**src/rtl/trap_entry_pkg.sv**
```systemverilog
package trap_entry_pkg;
  localparam int XLEN = 32;
  localparam int NUM_ASYNC = 3;
  localparam int CAUSE_W = 3;
  localparam int OFF_W = 13;

  localparam int BIT_LE  = 0;
  localparam int BIT_IP  = 6;
  localparam int BIT_EE  = 15;
  localparam int BIT_ILE = 16;

  localparam logic [XLEN-1:0] MSR_CLEAR_MASK = 32'h0004_EF32;
  localparam logic [XLEN-1:0] MSR_SAVE_MASK  = 32'h0000_FF73;
  localparam logic [XLEN-1:0] PROG_FLAG      = 32'h0002_0000;

  localparam logic [CAUSE_W-1:0] C_DSTORE = 3'd0;
  localparam logic [CAUSE_W-1:0] C_ISTORE = 3'd1;
  localparam logic [CAUSE_W-1:0] C_PROG   = 3'd2;
  localparam logic [CAUSE_W-1:0] C_SCALL  = 3'd3;

  typedef struct packed {
    logic             take;
    logic             useCur;
    logic             progFlag;
    logic [OFF_W-1:0] vecOff;
  } entryStrobe_t;

  function automatic logic [OFF_W-1:0] syncOffset(input logic [CAUSE_W-1:0] c);
    case (c)
      C_DSTORE: syncOffset = 13'h0300;
      C_ISTORE: syncOffset = 13'h0400;
      C_PROG:   syncOffset = 13'h0700;
      default:  syncOffset = 13'h0C00;
    endcase
  endfunction

  // index 0 external, 1 decrementer, 2 system management
  function automatic logic [OFF_W-1:0] asyncOffset(input int idx);
    case (idx)
      0:       asyncOffset = 13'h0500;
      1:       asyncOffset = 13'h0900;
      default: asyncOffset = 13'h1400;
    endcase
  endfunction
endpackage

```
**src/rtl/trap_entry_ctrl.sv**
```systemverilog
module trap_entry_ctrl
  import trap_entry_pkg::*;
(
  input  logic                 clk,
  input  logic                 rstN,
  input  logic                 syncValid,
  input  logic [CAUSE_W-1:0]   syncCause,
  input  logic [NUM_ASYNC-1:0] asyncReq,
  input  logic                 msrEe,
  output entryStrobe_t         strobe,
  output logic                 fatal
);
  localparam logic [CAUSE_W-1:0] LAST_CODE = C_SCALL;

  logic [NUM_ASYNC-1:0] pendQ;
  logic [NUM_ASYNC-1:0] clrPend;
  logic                 fatalQ;
  logic                 setFatal;

  always_comb begin
    strobe   = '0;
    clrPend  = '0;
    setFatal = 1'b0;
    if (!fatalQ) begin
      if (syncValid) begin
        if (syncCause <= LAST_CODE) begin
          strobe.take     = 1'b1;
          strobe.useCur   = (syncCause == C_PROG);
          strobe.progFlag = (syncCause == C_PROG);
          strobe.vecOff   = syncOffset(syncCause);
        end else begin
          setFatal = 1'b1;
        end
      end else if (msrEe) begin
        // descending walk: lowest index is assigned last and wins
        for (int i = NUM_ASYNC - 1; i >= 0; i--) begin
          if (pendQ[i]) begin
            strobe.take   = 1'b1;
            strobe.useCur = 1'b0;
            strobe.vecOff = asyncOffset(i);
            clrPend       = '0;
            clrPend[i]    = 1'b1;
          end
        end
      end
    end
  end

  always_ff @(posedge clk) begin
    if (!rstN) begin
      pendQ  <= '0;
      fatalQ <= 1'b0;
    end else begin
      pendQ  <= (pendQ & ~clrPend) | asyncReq;
      fatalQ <= fatalQ | setFatal;
    end
  end

  assign fatal = fatalQ;

  assert_fatal_sticky_R10: assert property (@(posedge clk) disable iff (!rstN)
    fatalQ |=> fatalQ);
  assert_fatal_blocks_R10: assert property (@(posedge clk) disable iff (!rstN)
    fatalQ |-> !strobe.take);
  assert_async_gate_R7: assert property (@(posedge clk) disable iff (!rstN)
    (strobe.take && !syncValid) |-> msrEe);
  assert_clear_one_R8: assert property (@(posedge clk) disable iff (!rstN)
    $onehot0(clrPend));
  assert_sync_keeps_pend_R9: assert property (@(posedge clk) disable iff (!rstN)
    syncValid |-> (clrPend == '0));
endmodule

```
**src/rtl/trap_entry_dp.sv**
```systemverilog
module trap_entry_dp
  import trap_entry_pkg::*;
#(
  parameter logic [XLEN-1:0] RESET_PC  = 32'hFFF0_0100,
  parameter logic [XLEN-1:0] RESET_MSR = 32'h0000_0040,
  parameter logic [XLEN-1:0] HIGH_BASE = 32'hFFF0_0000
) (
  input  logic            clk,
  input  logic            rstN,
  input  entryStrobe_t    strobe,
  input  logic [XLEN-1:0] curPc,
  input  logic [XLEN-1:0] nextPc,
  input  logic            msrWrEn,
  input  logic [XLEN-1:0] msrWrData,
  output logic [XLEN-1:0] msrOut,
  output logic [XLEN-1:0] srr0Out,
  output logic [XLEN-1:0] srr1Out,
  output logic [XLEN-1:0] redirectPc,
  output logic            redirectValid
);
  logic [XLEN-1:0] msrQ, srr0Q, srr1Q, pcQ;
  logic            redirQ;
  logic [XLEN-1:0] entryMsr, vecBase, vecAddr, savedMsr;

  always_comb begin
    entryMsr         = msrQ & ~MSR_CLEAR_MASK;
    entryMsr[BIT_LE] = msrQ[BIT_ILE];
    vecBase          = entryMsr[BIT_IP] ? HIGH_BASE : '0;
    vecAddr          = vecBase | {{(XLEN-OFF_W){1'b0}}, strobe.vecOff};
    savedMsr         = (msrQ & MSR_SAVE_MASK) | (strobe.progFlag ? PROG_FLAG : '0);
  end

  always_ff @(posedge clk) begin
    if (!rstN) begin
      msrQ   <= RESET_MSR;
      srr0Q  <= '0;
      srr1Q  <= '0;
      pcQ    <= RESET_PC;
      redirQ <= 1'b0;
    end else begin
      redirQ <= strobe.take;
      if (strobe.take) begin
        msrQ  <= entryMsr;
        srr0Q <= strobe.useCur ? curPc : nextPc;
        srr1Q <= savedMsr;
        pcQ   <= vecAddr;
      end else if (msrWrEn) begin
        msrQ <= msrWrData;
      end
    end
  end

  assign msrOut        = msrQ;
  assign srr0Out       = srr0Q;
  assign srr1Out       = srr1Q;
  assign redirectPc    = pcQ;
  assign redirectValid = redirQ;

  assert_entry_ee_off_R4: assert property (@(posedge clk) disable iff (!rstN)
    redirQ |-> !msrQ[BIT_EE]);
  assert_le_tracks_ile_R5: assert property (@(posedge clk) disable iff (!rstN)
    redirQ |-> (msrQ[BIT_LE] == msrQ[BIT_ILE]));
  assert_vec_aligned_R6: assert property (@(posedge clk) disable iff (!rstN)
    redirQ |-> (pcQ[7:0] == 8'h00));
  assert_save_masked_R2: assert property (@(posedge clk) disable iff (!rstN)
    redirQ |-> ((srr1Q & ~(MSR_SAVE_MASK | PROG_FLAG)) == '0));
endmodule

```
**src/rtl/trap_entry_top.sv**
```systemverilog
module trap_entry_top
  import trap_entry_pkg::*;
(
  input  logic        clk,
  input  logic        rstN,
  input  logic        syncValid,
  input  logic [2:0]  syncCause,
  input  logic        extIrq,
  input  logic        decEvent,
  input  logic        smiReq,
  input  logic [31:0] curPc,
  input  logic [31:0] nextPc,
  input  logic        msrWrEn,
  input  logic [31:0] msrWrData,
  output logic [31:0] msrOut,
  output logic [31:0] srr0Out,
  output logic [31:0] srr1Out,
  output logic [31:0] redirectPc,
  output logic        redirectValid,
  output logic        fatal
);
  entryStrobe_t strobe;

  trap_entry_ctrl ctrl_i (
    .clk(clk), .rstN(rstN), .syncValid(syncValid), .syncCause(syncCause),
    .asyncReq({smiReq, decEvent, extIrq}), .msrEe(msrOut[BIT_EE]),
    .strobe(strobe), .fatal(fatal)
  );

  trap_entry_dp dp_i (
    .clk(clk), .rstN(rstN), .strobe(strobe), .curPc(curPc), .nextPc(nextPc),
    .msrWrEn(msrWrEn), .msrWrData(msrWrData), .msrOut(msrOut),
    .srr0Out(srr0Out), .srr1Out(srr1Out), .redirectPc(redirectPc),
    .redirectValid(redirectValid)
  );
endmodule

```
**config.mk**
```make
export PLATFORM = sky130hd
export DESIGN_NAME = trap_entry_top
export DESIGN_NICKNAME = d
export VERILOG_FILES = /design/src/rtl/trap_entry_pkg.sv /design/src/rtl/trap_entry_ctrl.sv /design/src/rtl/trap_entry_dp.sv /design/src/rtl/trap_entry_top.sv
export SDC_FILE = /design/constraint.sdc
export NUM_CORES = 1
export LEC_CHECK = 0
export CORE_ASPECT_RATIO = 1.25
export CORE_MARGIN = 1
export CORE_UTILIZATION = 29
export CTS_CLUSTER_SIZE = 10
export DETAILED_ROUTE_END_ITERATION = 8
export DONT_BUFFER_PORTS = 1
export GPL_TIMING_DRIVEN = 0
export SLEW_MARGIN = 20
export SYNTH_ARGS = -nofsm -noshare
export SYNTH_HDL_FRONTEND = slang
export SYNTH_HIERARCHICAL = 1
export SYNTH_SLANG_ARGS = --single-unit
```
**constraint.sdc**
```tcl
create_clock -name clk -period 4.94 [get_ports clk]
set_input_delay 0.741 -clock clk [delete_from_list [all_inputs] [get_ports clk]]
set_output_delay 0.741 -clock clk [all_outputs]
set_load 0.01 [all_outputs]
```
# Word-level counts from Yosys, hierarchy flattened
# Index checks and enable logic that the tools add are counted.
# Widths: inputs -> output; s select.
[word_totals]
out_inout_bits = 130
in_bits = 106
word_cells = 52
regBits = 133
[classes]
n_lt_le_gt_ge = 1
bitwise_logic = 8
n_mux = 28
n_reduce_logical = 4
n_eq_ne = 2
[op_table]
columns = ["cell", "n"]
rows = [
  ["$mux 13", 5],
  ["$mux 32", 2],
  ["$pmux 12 s3", 1],
  ["$mux 16", 2],
  ["$or 32x13->32", 1],
  ["$mux 18", 1],
  ["$mux 3", 6],
  ["$or 16x18->18", 1],
  ["$mux 2", 5],
  ["$mux 1", 6],
  ["$and 3x3->3", 1],
  ["$eq 3x1->1 const B", 1],
  ["$eq 3x2->1 const B", 1],
  ["$le 3x2->1 const B", 1],
  ["$logic_not 3->1", 1],
  ["$not 3->3", 1],
  ["$or 3x3->3", 1],
  ["$not 1->1", 2],
  ["$reduce_and 2->1", 1],
  ["$reduce_bool 2->1", 1],
  ["$reduce_or 2->1", 1],
  ["$or 1x1->1", 1],
]

# Depth between registers and ports, before layout
[logic_depth]
ltp_word = 9
ltp_mapped = 8
ltp_nobuf = 5

# Modules after synthesis
# Netlist, hierarchy kept.
[by_module_without_submodules]
columns = ["mod", "seq_area_each_um2", "area_each_um2", "instances", "cells_each"]
rows = [
  ["trap_entry_dp", 1861.8, 3913.8, 1, 403],
  ["trap_entry_ctrl", 80.1, 344.1, 1, 41],
]

# Least setup slack after synthesis
# OpenSTA, ideal clock, no wires.
[synth_path]
kind = "input -> register"
startpoint = "in syncValid"
endpoint = "reg dp_i.pcQ[8], in the netlist dp_i/redirectPc[8]"
path_stages = 7
required_time_ns = 4.814
setup_ns = 0.126
t_arrival_ns = 2.088
path_slack_ns = 2.726
n_path_buf = 3
path_cell_list = "or3b_1 > buf_6 > o21ai_1 > buf_6 > buf_4 > mux2i_1 > nand2_1"
[synth_rtl]
columns = ["item", "line", "source"]
rows = [
  ["from (decl)", "trap_entry_top.sv:6", "input logic syncValid,"],
  ["to (signal assigned)", "trap_entry_dp.sv:46", "pcQ <= vecAddr;"],
  ["to (decl)", "trap_entry_dp.sv:21", "logic [XLEN-1:0] msrQ, srr0Q, srr1Q, pcQ;"],
]

==> impl_metrics.ini <==
[critical_path]
crit_required_ns = 5.17
cp-start-kind = register
crit_slowest_cell = o21ai_1
cp_common_cell = buf_6
crit_path_max_fanout = 10
r2r_start = dp_i/msrOut[15]
endpoint_kind = register
path_class = reg -> reg
slowest_delay_ns = 0.50
critPathArrivalTime_ns = 2.62
cp-startpoint = dp_i/msrOut[15]
path_cells = or3b_1 -> buf_6 -> o21ai_1 -> buf_6 -> inv_1 -> nand2_1 -> buf_4 -> nor2_1

[logic_synthesis]
ys_types = 29
postSynthAreaPerCell_sq_um = 9.59
syn-cell-area_sq_um = 4260
synth_area_leaders = dfxtp_1 (46%), mux2i_1 (16%), buf_4 (10%)
yosys_warnings = 6
synth_top_area_cell = dfxtp_1
synth_top_area_share_pct = 45.6
yosysSeqAreaShare_pct = 45.6
synthCells = 444
ys_ff_latch = 97

[grt]
grt_overflow = 0
antenna_found_initial = 0
grt_pass1_vias = 2939
grt_max_degree = 16
grt_pass1_wl_microns = 15300
track_usage_pct = 13.8

[clock_tree]
tritoncts = done
clockRootBuffer = clkbuf_16
cts_buffers = 9
h-tree-depth = 3
postCtsSetupBuffers = 0
clkTransAtPathRegs_ns = 0.07
postCtsHoldBufs = 0
clock_sinks = 97
clk_path_buf_depth = 2
clkLatencyLatePin_ns = 0.34
cts_resized = 0

[timing]
slew_violations = 0
setup_ws_ns = 2.55
min_period_over_period_pct = 48.3
finClkSkew_ns = 0.00563
relSlewSlack_pct = 59.2
finalHoldViolations = 0
fmax_ghz = 0.419
rsz0062_at_grt = false
whs_ns = 0.513
finalWorstPathRequiredPeriod_ns = 2.39
tns_ns = 0
worstMarginPinSlew_ns = 0.609
setup_viol = 0

[job]
maxCapViolCount = 0

[floorplanning]
core_sq_um = 14300
io_pins = 236
initial_core_util_pct = 29.7
row_count = 49
dieArea_sq_um = 15200
die_h_microns = 137
fp.dieW_microns = 110

[finish]
fin_nets = 592
fillers = 1469
final_cells = 669
drive_gt1_share_pct = 17.5
n_antenna_cell = 0
stdcell_area_sq_um = 4900
post-route-util_pct = 34.2
synthToLayoutAreaGrowth_pct = 15.2

[power]
leakagePower_nw = 1.96
p_per_area_nw_per_um2 = 369
power_mw = 1.81
ir_drop_uv = 133

[placed_design]
dp.cells = 653
io_buffers = 0
dp_slack_ns = 2.08
dpl.hpwl_microns = 8200
gp_congestion = 0.712
place_area_sq_um = 4600

[drt]
vias = 3005
initialDrtViolationCount = 123
routed_wl_microns = 10700
vias_per_cell = 4.49
postRouteAntennaNets = 0
wire_per_inst_microns = 16.0
firstDrtPassIters = 4
post-route-drc-count = 0

[min_path]
holdCritStartpoint = dp_i/msrOut[2]
min_path_type = reg -> reg

[run_status]
status = complete, no violations
-- critical path: cells and delay by family, from the launching register on --
kind / cells / cell delay (ns)
AO/OA/AOI/OAI: 1 / 0.50
buffers and inverters: 4 / 0.74
flip-flops: 1 / 0.45
AND/OR/NAND/NOR: 3 / 0.57
-- synth_stat cells --
cell type and n:
nand2_1 47, o21ai_1 1, inv_1 2, buf_2 4, nor2_1 16, a21boi_0 15
o32ai_4 1, and2_1 2, nor3_1 1, a21boi_1 5, or3b_1 1, nor2b_1 27
nand2b_1 1, and2b_1 1, buf_6 2, buf_4 58, nor2_2 1, nor3_2 1
conb_1 2, o21ai_0 35, buf_8 2, nand3_1 2, o22ai_1 2, or3b_4 1
dfxtp_1 97, a21oi_1 36, nor4_4 1, mux2i_1 70, clkbuf_1 10
-- cells in the final DEF (no fill, tap or decap), drive strengths merged --
cell	instances
inv	2
nand2b	1
nor2	17
clkinv	2
dfxtp	97
a21oi	36
mux2i	70
clkinvlp	1
o22ai	2
nand3	2
clkbuf	22
nor4	1
and2	2
nand2	47
and2b	1
o21ai	36
a21boi	20
o32ai	1
buf	66
or3b	2
nor2b	27
nor3	2
bufinv	1
conb	33
-- report_power, final --
| part | internal [mW] | total [mW] | switching (mW) | leakage [nW] |
|---|---|---|---|---|
| combinational | 0.0944 | 0.201 | 0.107 | 1.01 |
| clock | 0.420 | 0.717 | 0.296 | 0.149 |
| sequential | 0.832 | 0.894 | 0.0619 | 0.796 |
-- flip-flops by register name (all words and copies together) (netlist names) --
name / cells
dp_i/srr0Out: 32
dp_i/srr1Out: 14
ctrl_i/pendQ: 3
dp_i/redirectValid: 1
dp_i/msrOut: 32
dp_i/redirectPc: 14
ctrl_i/fatal: 1
-- path summary, 6_finish.rpt --
check                        end  slack [ns]  cells after the start
setup / recovery  dp_i/msrOut[9]        2.55                      8
hold / removal    dp_i/msrOut[2]        0.51                      2
setup reg to reg  dp_i/msrOut[9]        2.55                      8
hold reg to reg   dp_i/msrOut[2]        0.51                      2
-- metal layers --
metal	vias to the layer above	GRT usage, %	share of wire [%]
li1	1495	-	-
met1	1353	14.2	38
met2	143	24.7	50
met3	14	5.53	9.7
met4	0	5.70	1.7
met5	-	0	0
-- cells by family (layout without fill, tap and decap cells) --
family | count (synthesis) | in the layout | share of synthesized area (%)
flops | 97 | 97 | 45.6
compound gates | 95 | 95 | 12.9
simple gates | 102 | 102 | 11.8
buf+inv | 78 | 94 | 13.0
other cells | 2 | 33 | 0.176
mux | 70 | 70 | 16.5
-- layout make-up --
cell class / instances / area (sq um) / share of cell area [%]
clock buffer: 12 / 256 / 5.23
inverter: 2 / 7.51 / 0.153
multi-input combinational: 300 / 1880 / 38.3
sequential: 97 / 1940 / 39.6
tap: 178 / 223 / 4.54
buffer: 76 / 546 / 11.1
clock inverter: 4 / 51.3 / 1.05
Note: power is estimated with default switching activity, not from simulation.
